--- src/rtl/cfar_pkg.sv ---
package cfar_pkg;

  // Bits needed to hold the sum of `count` values that are each `base` bits wide.
  function automatic int sum_width(input int base, input int count);
    if (count <= 1) return base;
    return base + $clog2(count);
  endfunction

  // Bits needed to hold the unsigned value v.
  function automatic int value_width(input int v);
    if (v <= 1) return 1;
    return $clog2(v + 1);
  endfunction

endpackage

--- src/rtl/cfar_pdi_accum.sv ---
module cfar_pdi_accum #(
  parameter int SAMP_W  = 16,
  parameter int PDI_LEN = 3,
  parameter int SUM_W   = 18
) (
  input  logic              clk,
  input  logic              rst,
  input  logic              clr,
  input  logic              in_valid,
  input  logic [SAMP_W-1:0] in_sample,
  output logic              pdi_valid,
  output logic [SUM_W-1:0]  pdi_sum
);
  localparam int CNT_W = (PDI_LEN > 1) ? $clog2(PDI_LEN) : 1;
  localparam longint unsigned SUM_MAX = longint'(PDI_LEN) * ((longint'(1) << SAMP_W) - 1);

  logic [CNT_W-1:0] grp_cnt_q;
  logic [SUM_W-1:0] acc_q;
  logic [SUM_W-1:0] beat_ext;
  logic             last_beat;

  assign beat_ext  = SUM_W'(in_sample);
  assign last_beat = (grp_cnt_q == CNT_W'(PDI_LEN - 1));

  always_ff @(posedge clk) begin
    if (rst || clr) begin
      grp_cnt_q <= '0;
      acc_q     <= '0;
      pdi_valid <= 1'b0;
      pdi_sum   <= '0;
    end else begin
      pdi_valid <= 1'b0;
      if (in_valid) begin
        if (last_beat) begin
          pdi_sum   <= acc_q + beat_ext;
          pdi_valid <= 1'b1;
          acc_q     <= '0;
          grp_cnt_q <= '0;
        end else begin
          acc_q     <= acc_q + beat_ext;
          grp_cnt_q <= grp_cnt_q + CNT_W'(1);
        end
      end
    end
  end

  AST_NO_OVERFLOW: assert property (@(posedge clk) disable iff (rst)
    pdi_valid |-> ({32'd0, pdi_sum} <= 64'(SUM_MAX)));

  generate
    if (PDI_LEN > 1) begin : g_spacing
      AST_PDI_SPACING: assert property (@(posedge clk) disable iff (rst)
        pdi_valid |=> !pdi_valid);
    end
  endgenerate

endmodule

--- src/rtl/cfar_window.sv ---
module cfar_window #(
  parameter int SUM_W     = 18,
  parameter int REF_CELLS = 8,
  parameter int IDX_W     = 12,
  parameter int XSUM_W    = 21
) (
  input  logic              clk,
  input  logic              rst,
  input  logic              clr,
  input  logic              pdi_valid,
  input  logic [SUM_W-1:0]  pdi_sum,
  output logic              win_upd,
  output logic [SUM_W-1:0]  test_val,
  output logic [XSUM_W-1:0] ref_sum,
  output logic [IDX_W-1:0]  test_idx
);
  localparam int CELLS  = REF_CELLS + 1;
  localparam int HALF   = REF_CELLS / 2;
  localparam int FILL_W = $clog2(CELLS + 1);

  logic [SUM_W-1:0]  cell_q [CELLS];
  logic [XSUM_W-1:0] part   [CELLS+1];
  logic [FILL_W-1:0] fill_q;
  logic [IDX_W-1:0]  cnt_q;
  logic              upd_q;

  // Data cells carry no reset so that they can map to shift-register primitives.
  always_ff @(posedge clk) begin
    if (pdi_valid && !clr) begin
      cell_q[0] <= pdi_sum;
      for (int i = 1; i < CELLS; i++) cell_q[i] <= cell_q[i-1];
    end
  end

  always_ff @(posedge clk) begin
    if (rst || clr) begin
      fill_q <= '0;
      cnt_q  <= '0;
      upd_q  <= 1'b0;
    end else begin
      upd_q <= 1'b0;
      if (pdi_valid) begin
        cnt_q <= cnt_q + IDX_W'(1);
        if (fill_q != FILL_W'(CELLS)) fill_q <= fill_q + FILL_W'(1);
        upd_q <= (fill_q >= FILL_W'(CELLS - 1));
      end
    end
  end

  // Adder chain over the reference cells; the centre cell is skipped.
  assign part[0] = '0;
  generate
    for (genvar g = 0; g < CELLS; g++) begin : g_ref
      if (g == HALF) begin : g_skip
        assign part[g+1] = part[g];
      end else begin : g_add
        assign part[g+1] = part[g] + XSUM_W'(cell_q[g]);
      end
    end
  endgenerate

  assign ref_sum  = part[CELLS];
  assign test_val = cell_q[HALF];
  assign test_idx = cnt_q - IDX_W'(HALF + 1);
  assign win_upd  = upd_q;

  AST_FILL_BOUND: assert property (@(posedge clk) disable iff (rst)
    fill_q <= FILL_W'(CELLS));

  AST_UPD_NEEDS_FULL: assert property (@(posedge clk) disable iff (rst)
    win_upd |-> (fill_q == FILL_W'(CELLS)));

endmodule

--- src/rtl/cfar_decide.sv ---
module cfar_decide #(
  parameter int SUM_W       = 18,
  parameter int XSUM_W      = 21,
  parameter int IDX_W       = 12,
  parameter int SCALE_NUM   = 109,
  parameter int SCALE_SHIFT = 8
) (
  input  logic              clk,
  input  logic              rst,
  input  logic              clr,
  input  logic              win_upd,
  input  logic [SUM_W-1:0]  test_val,
  input  logic [XSUM_W-1:0] ref_sum,
  input  logic [IDX_W-1:0]  test_idx,
  output logic              out_valid,
  output logic              out_hit,
  output logic [IDX_W-1:0]  out_idx
);
  localparam int NUM_W = cfar_pkg::value_width(SCALE_NUM);
  localparam int LW    = SUM_W + SCALE_SHIFT;
  localparam int RW    = XSUM_W + NUM_W;
  localparam int CMP_W = ((LW > RW) ? LW : RW) + 1;

  logic [CMP_W-1:0] lhs;
  logic [CMP_W-1:0] rhs;
  logic             above;

  // Cross-multiplied comparison: Y * 2^SHIFT against X * NUM, so no divider.
  assign lhs   = CMP_W'(test_val) << SCALE_SHIFT;
  assign rhs   = CMP_W'(ref_sum) * CMP_W'(SCALE_NUM);
  assign above = (lhs > rhs);

  always_ff @(posedge clk) begin
    if (rst || clr) begin
      out_valid <= 1'b0;
      out_hit   <= 1'b0;
      out_idx   <= '0;
    end else begin
      out_valid <= win_upd;
      out_hit   <= win_upd && above;
      if (win_upd) out_idx <= test_idx;
    end
  end

  AST_HIT_WITH_VALID: assert property (@(posedge clk) disable iff (rst)
    out_hit |-> out_valid);

  AST_DECIDE_FOLLOWS: assert property (@(posedge clk) disable iff (rst)
    out_valid |-> $past(win_upd));

endmodule

--- src/rtl/cfar_ml_detector.sv ---
module cfar_ml_detector #(
  parameter int SAMP_W      = 16,
  parameter int PDI_LEN     = 3,
  parameter int REF_CELLS   = 8,
  parameter int IDX_W       = 12,
  parameter int SCALE_NUM   = 109,
  parameter int SCALE_SHIFT = 8
) (
  input  logic              clk,
  input  logic              rst,
  input  logic              clr,
  input  logic              in_valid,
  input  logic [SAMP_W-1:0] in_sample,
  output logic              out_valid,
  output logic              out_hit,
  output logic [IDX_W-1:0]  out_idx
);
  localparam int SUM_W  = cfar_pkg::sum_width(SAMP_W, PDI_LEN);
  localparam int XSUM_W = cfar_pkg::sum_width(SUM_W, REF_CELLS);

  logic              pdi_valid;
  logic [SUM_W-1:0]  pdi_sum;
  logic              win_upd;
  logic [SUM_W-1:0]  test_val;
  logic [XSUM_W-1:0] ref_sum;
  logic [IDX_W-1:0]  test_idx;

  cfar_pdi_accum #(
    .SAMP_W (SAMP_W),
    .PDI_LEN(PDI_LEN),
    .SUM_W  (SUM_W)
  ) u_accum (
    .clk      (clk),
    .rst      (rst),
    .clr      (clr),
    .in_valid (in_valid),
    .in_sample(in_sample),
    .pdi_valid(pdi_valid),
    .pdi_sum  (pdi_sum)
  );

  cfar_window #(
    .SUM_W    (SUM_W),
    .REF_CELLS(REF_CELLS),
    .IDX_W    (IDX_W),
    .XSUM_W   (XSUM_W)
  ) u_window (
    .clk      (clk),
    .rst      (rst),
    .clr      (clr),
    .pdi_valid(pdi_valid),
    .pdi_sum  (pdi_sum),
    .win_upd  (win_upd),
    .test_val (test_val),
    .ref_sum  (ref_sum),
    .test_idx (test_idx)
  );

  cfar_decide #(
    .SUM_W      (SUM_W),
    .XSUM_W     (XSUM_W),
    .IDX_W      (IDX_W),
    .SCALE_NUM  (SCALE_NUM),
    .SCALE_SHIFT(SCALE_SHIFT)
  ) u_decide (
    .clk      (clk),
    .rst      (rst),
    .clr      (clr),
    .win_upd  (win_upd),
    .test_val (test_val),
    .ref_sum  (ref_sum),
    .test_idx (test_idx),
    .out_valid(out_valid),
    .out_hit  (out_hit),
    .out_idx  (out_idx)
  );

  AST_CLEAR_SILENCES: assert property (@(posedge clk) disable iff (rst)
    clr |=> !out_valid);

endmodule

--- config.mk ---
export PLATFORM = sky130hd
export DESIGN_NAME = cfar_ml_detector
export DESIGN_NICKNAME = d
export VERILOG_FILES = /design/src/rtl/cfar_pkg.sv /design/src/rtl/cfar_pdi_accum.sv /design/src/rtl/cfar_window.sv /design/src/rtl/cfar_decide.sv /design/src/rtl/cfar_ml_detector.sv
export SDC_FILE = /design/constraint.sdc
export NUM_CORES = 1
export LEC_CHECK = 0
export ABC_AREA = 1
export BUFFER_PORTS_ARGS = -buffer_cell sky130_fd_sc_hd__buf_2
export CAP_MARGIN = 40
export CORE_UTILIZATION = 35
export CTS_CLUSTER_DIAMETER = 120
export CTS_CLUSTER_SIZE = 40
export DETAILED_ROUTE_END_ITERATION = 8
export SLEW_MARGIN = 25
export SYNTH_ARGS = -nofsm -noshare
export SYNTH_HDL_FRONTEND = slang
export SYNTH_SLANG_ARGS = --single-unit
--- constraint.sdc ---
create_clock -name clk -period 21.1 [get_ports clk]
set_input_delay 1.055 -clock clk [delete_from_list [all_inputs] [get_ports clk]]
set_output_delay 1.055 -clock clk [all_outputs]
set_load 0.03 [all_outputs]
==> flow_summary.yaml <==
global_routing:
  grt_pass1_wl_um: 61600
  antenna_found_initial: 0
  overflow: 0
  grt_max_degree: 69
  grt_use_total: 0.154
  first_global_vias: 12286
clock_tree:
  holdBufCountCts: 0
  cts_tree: "done"
  clock_sinks: 232
  cts_resized: 0
  cts_max_level: 1
  cts_made_buffers: 10
  worstSkewPairLatency_ps: 500
  cts.reportedPaths.clkPinSlew_ps: 150
  root_buffer: "clkbuf_16"
  cts_buffer_depth: 3
  cts_setup_buffers: 0
sta:
  finalClockSkew_ps: 25.2
  hold_viol_final: 0
  tightest_slew_ps: 718
  finalCritPeriodShare: 0.478
  rsz0062_at_grt: "no"
  period_minus_slack_ps: 10090
  drv_slew: 0
  setup_violations: 0
  max_freq_mhz: 99.1
  slew_headroom: 0.521
  tns_ps: 0
worst_setup_path:
  cp-start-kind: "register"
  ff2ff_path_depth: 45
  reg2reg_slack_ps: 11010
  crit_type: "register to register"
  critPathBufInv: 5
  cp-end-kind: "register"
  reg2reg_from: "u_window.cell_q[0][0]"
  max_stage_delay_ps: 520
  r2r-end: "u_decide.out_hit"
  crit_family: "adder cells"
  crit_arrival_ps: 10520
  worst_path_max_delay_cell: "fa_1"
  worstPathRequired_ps: 21530
  path_max_fanout: 7
synthesis:
  synth_top_family_by_area: "adder cells"
  synth_compound_area_frac: 0.0808
  yosysWarnings: 0
  syn_inst: 1825
  synth_ff_type: "edfxtp_1"
  synthXorXnorAreaFrac: 0.0371
  synth_cell_types: 45
  ys_async_sr_fraction: 0
  postSynthAreaPerCell_um2: 9.25
  netlist_area_mm2: 0.0169
  mappedNetlistNets: 2133
  synth_edf_count: 162
  seq_area_frac_synth: 0.371
  synth_fa_ha_area_frac: 0.273
  synthSimpleGateAreaFrac: 0.149
  ys_seq_elements: 232
  synthMuxAreaShare: 0
floorplanning:
  top_level_ports: 34
  fp.dieH_um: 222
  die_area_mm2: 0.0491
  core_area_mm2: 0.0476
  die_w_um: 222
  row_count: 80
  start_util: 0.354
run_status:
  outcome: "complete, no violations"
drt:
  wl_um: 36900
  first_iter_violations: 569
  routed_via_density: 4.77
  drcViolationCount: 0
  ant_nets: 0
  vias: 11839
  dr.pass1.iters: 7
  wl_per_cell_um: 14.9
run:
  max_cap_viol_count: 0
power_and_ir_drop:
  p_leak_nw: 8.51
  power.density_mw_per_mm2: 78.8
  ir_drop_uv: 56.0
placement:
  hpwl_um: 30500
  portBuffers: 33
  gp_congestion: 0.966
hold_path:
  hp-start: "u_accum.pdi_sum[5]"
  holdPathEnd: "u_window.cell_q[0][5]"
  hold_depth: 0
  holdCritPathClass: "register to register"
layout:
  final_core_util: 0.382
  area_growth_pct: 7.68
  regArea_mm2: 0.00627
  multiInputGateArea_mm2: 0.00913
  fill_cells: 4760
  drive_gt1_frac: 0.0525
  final_nets: 2170
-- metrics by stage --
stage	instance area (um^2)	hold WS (ps)	worst slack, ps	power (mW)	cells
final	18200	425	11010	1.43	2482
after detailed placement	17800	413	11000	1.18	2464
after CTS	18100	436	10900	1.45	2480
after global placement	17800	412	10980	1.18	2462
after global routing	18200	450	10160	1.56	2481
after floorplan	16900	403	12400	1.02	1825
-- layout by cell type (no fill, tap or decap), drive strengths merged, types with 40 or more instances in the layout --
master	n
dfxtp	70
edfxtp	162
inv	382
nand3	77
buf	40
nor2	134
a21oi	129
xor2	49
fa	134
o21ai	72
nand2	333
ha	154
-- cell families after synthesis --
group,after synthesis
fa+ha+maj,288
compound gates,244
simple gates,596
buf+inv,396
flops,232
xor+xnor,69
-- cell type report --
class | instances | area share
Tap cell | 615 | 0.0423
Sequential cell | 232 | 0.345
Clock inverter | 3 | 0.00289
Clock buffer | 13 | 0.0156
Antenna cell | 1 | 0.000138
Inverter | 381 | 0.0787
Multi-Input combinational cell | 1197 | 0.502
Timing Repair Buffer | 40 | 0.0136
-- sequential cells by signal (all words and copies together), names as in the netlist --
| name | count |
|---|---|
| u_window.win_upd | 1 |
| u_window.cnt_q | 12 |
| u_decide.out_valid | 1 |
| u_accum.pdi_valid | 1 |
| u_accum.grp_cnt_q | 2 |
| u_accum.pdi_sum | 18 |
| u_accum.acc_q | 18 |
| u_decide.out_idx | 12 |
| u_decide.out_hit | 1 |
| u_window.cell_q | 162 |
| u_window.fill_q | 4 |
-- worst register-to-register path: cells and delay by family (launching register included) --
| family | cells | cell delay [ps] |
|---|---|---|
| compound gates | 2 | 370 |
| fa+ha+maj | 13 | 5310 |
| flops | 1 | 390 |
| buf+inv | 5 | 390 |
| xor+xnor | 2 | 630 |
| simple gates | 23 | 2910 |
-- metal layers --
layer	GRT usage	share of wire	up-vias
met2	0.271	0.49	181
met4	0.0278	0.018	0
li1	-	-	5935
met5	0	0	-
met1	0.209	0.46	5681
met3	0.0123	0.035	42
-- how the worst max path moves through the flow --
| stage | slack, ps | from | cells after the start | to |
|---|---|---|---|---|
| floorplan | 12400 | u_window.cell_q[0][0] | 45 | u_decide.out_hit |
| finish | 11010 | u_window.cell_q[0][0] | 45 | u_decide.out_hit |
| CTS | 10900 | u_window.cell_q[0][0] | 45 | u_decide.out_hit |
| detailed placement | 11000 | u_window.cell_q[0][0] | 45 | u_decide.out_hit |
| global placement | 10980 | u_window.cell_q[0][18] | 45 | u_decide.out_hit |
| global route | 10160 | u_window.cell_q[0][0] | 45 | u_decide.out_hit |
-- synth_stat cells, drive strengths merged, types with 2 or more instances --
cell type | instances | area share
o21ai | 72 | 0.021
o31ai | 4 | 0.0018
clkinv | 2 | 0.00044
nand3b | 9 | 0.0040
dfxtp | 70 | 0.083
nor2 | 134 | 0.031
edfxtp | 162 | 0.29
a21oi | 129 | 0.040
nor4 | 3 | 0.0011
nand2 | 333 | 0.076
inv | 379 | 0.084
clkbuf | 10 | 0.0022
nand4 | 20 | 0.0074
xnor2 | 20 | 0.010
xor2 | 49 | 0.027
a21o | 10 | 0.0044
or2 | 2 | 0.00074
a211oi | 3 | 0.0013
o211ai | 5 | 0.0022
nand3 | 77 | 0.023
and2 | 2 | 0.00074
fa | 134 | 0.16
nor3 | 14 | 0.0042
a31oi | 3 | 0.0011
buf | 5 | 0.0018
o21bai | 12 | 0.0056
ha | 154 | 0.11
-- power breakdown --
part | total, mW | switching, mW | internal [mW] | leakage, nW
Combinational | 0.695 | 0.434 | 0.261 | 6.32
Sequential | 0.483 | 0.00105 | 0.482 | 2.03
Clock | 0.253 | 0.150 | 0.103 | 0.162
(Power assumes the default switching activity.)
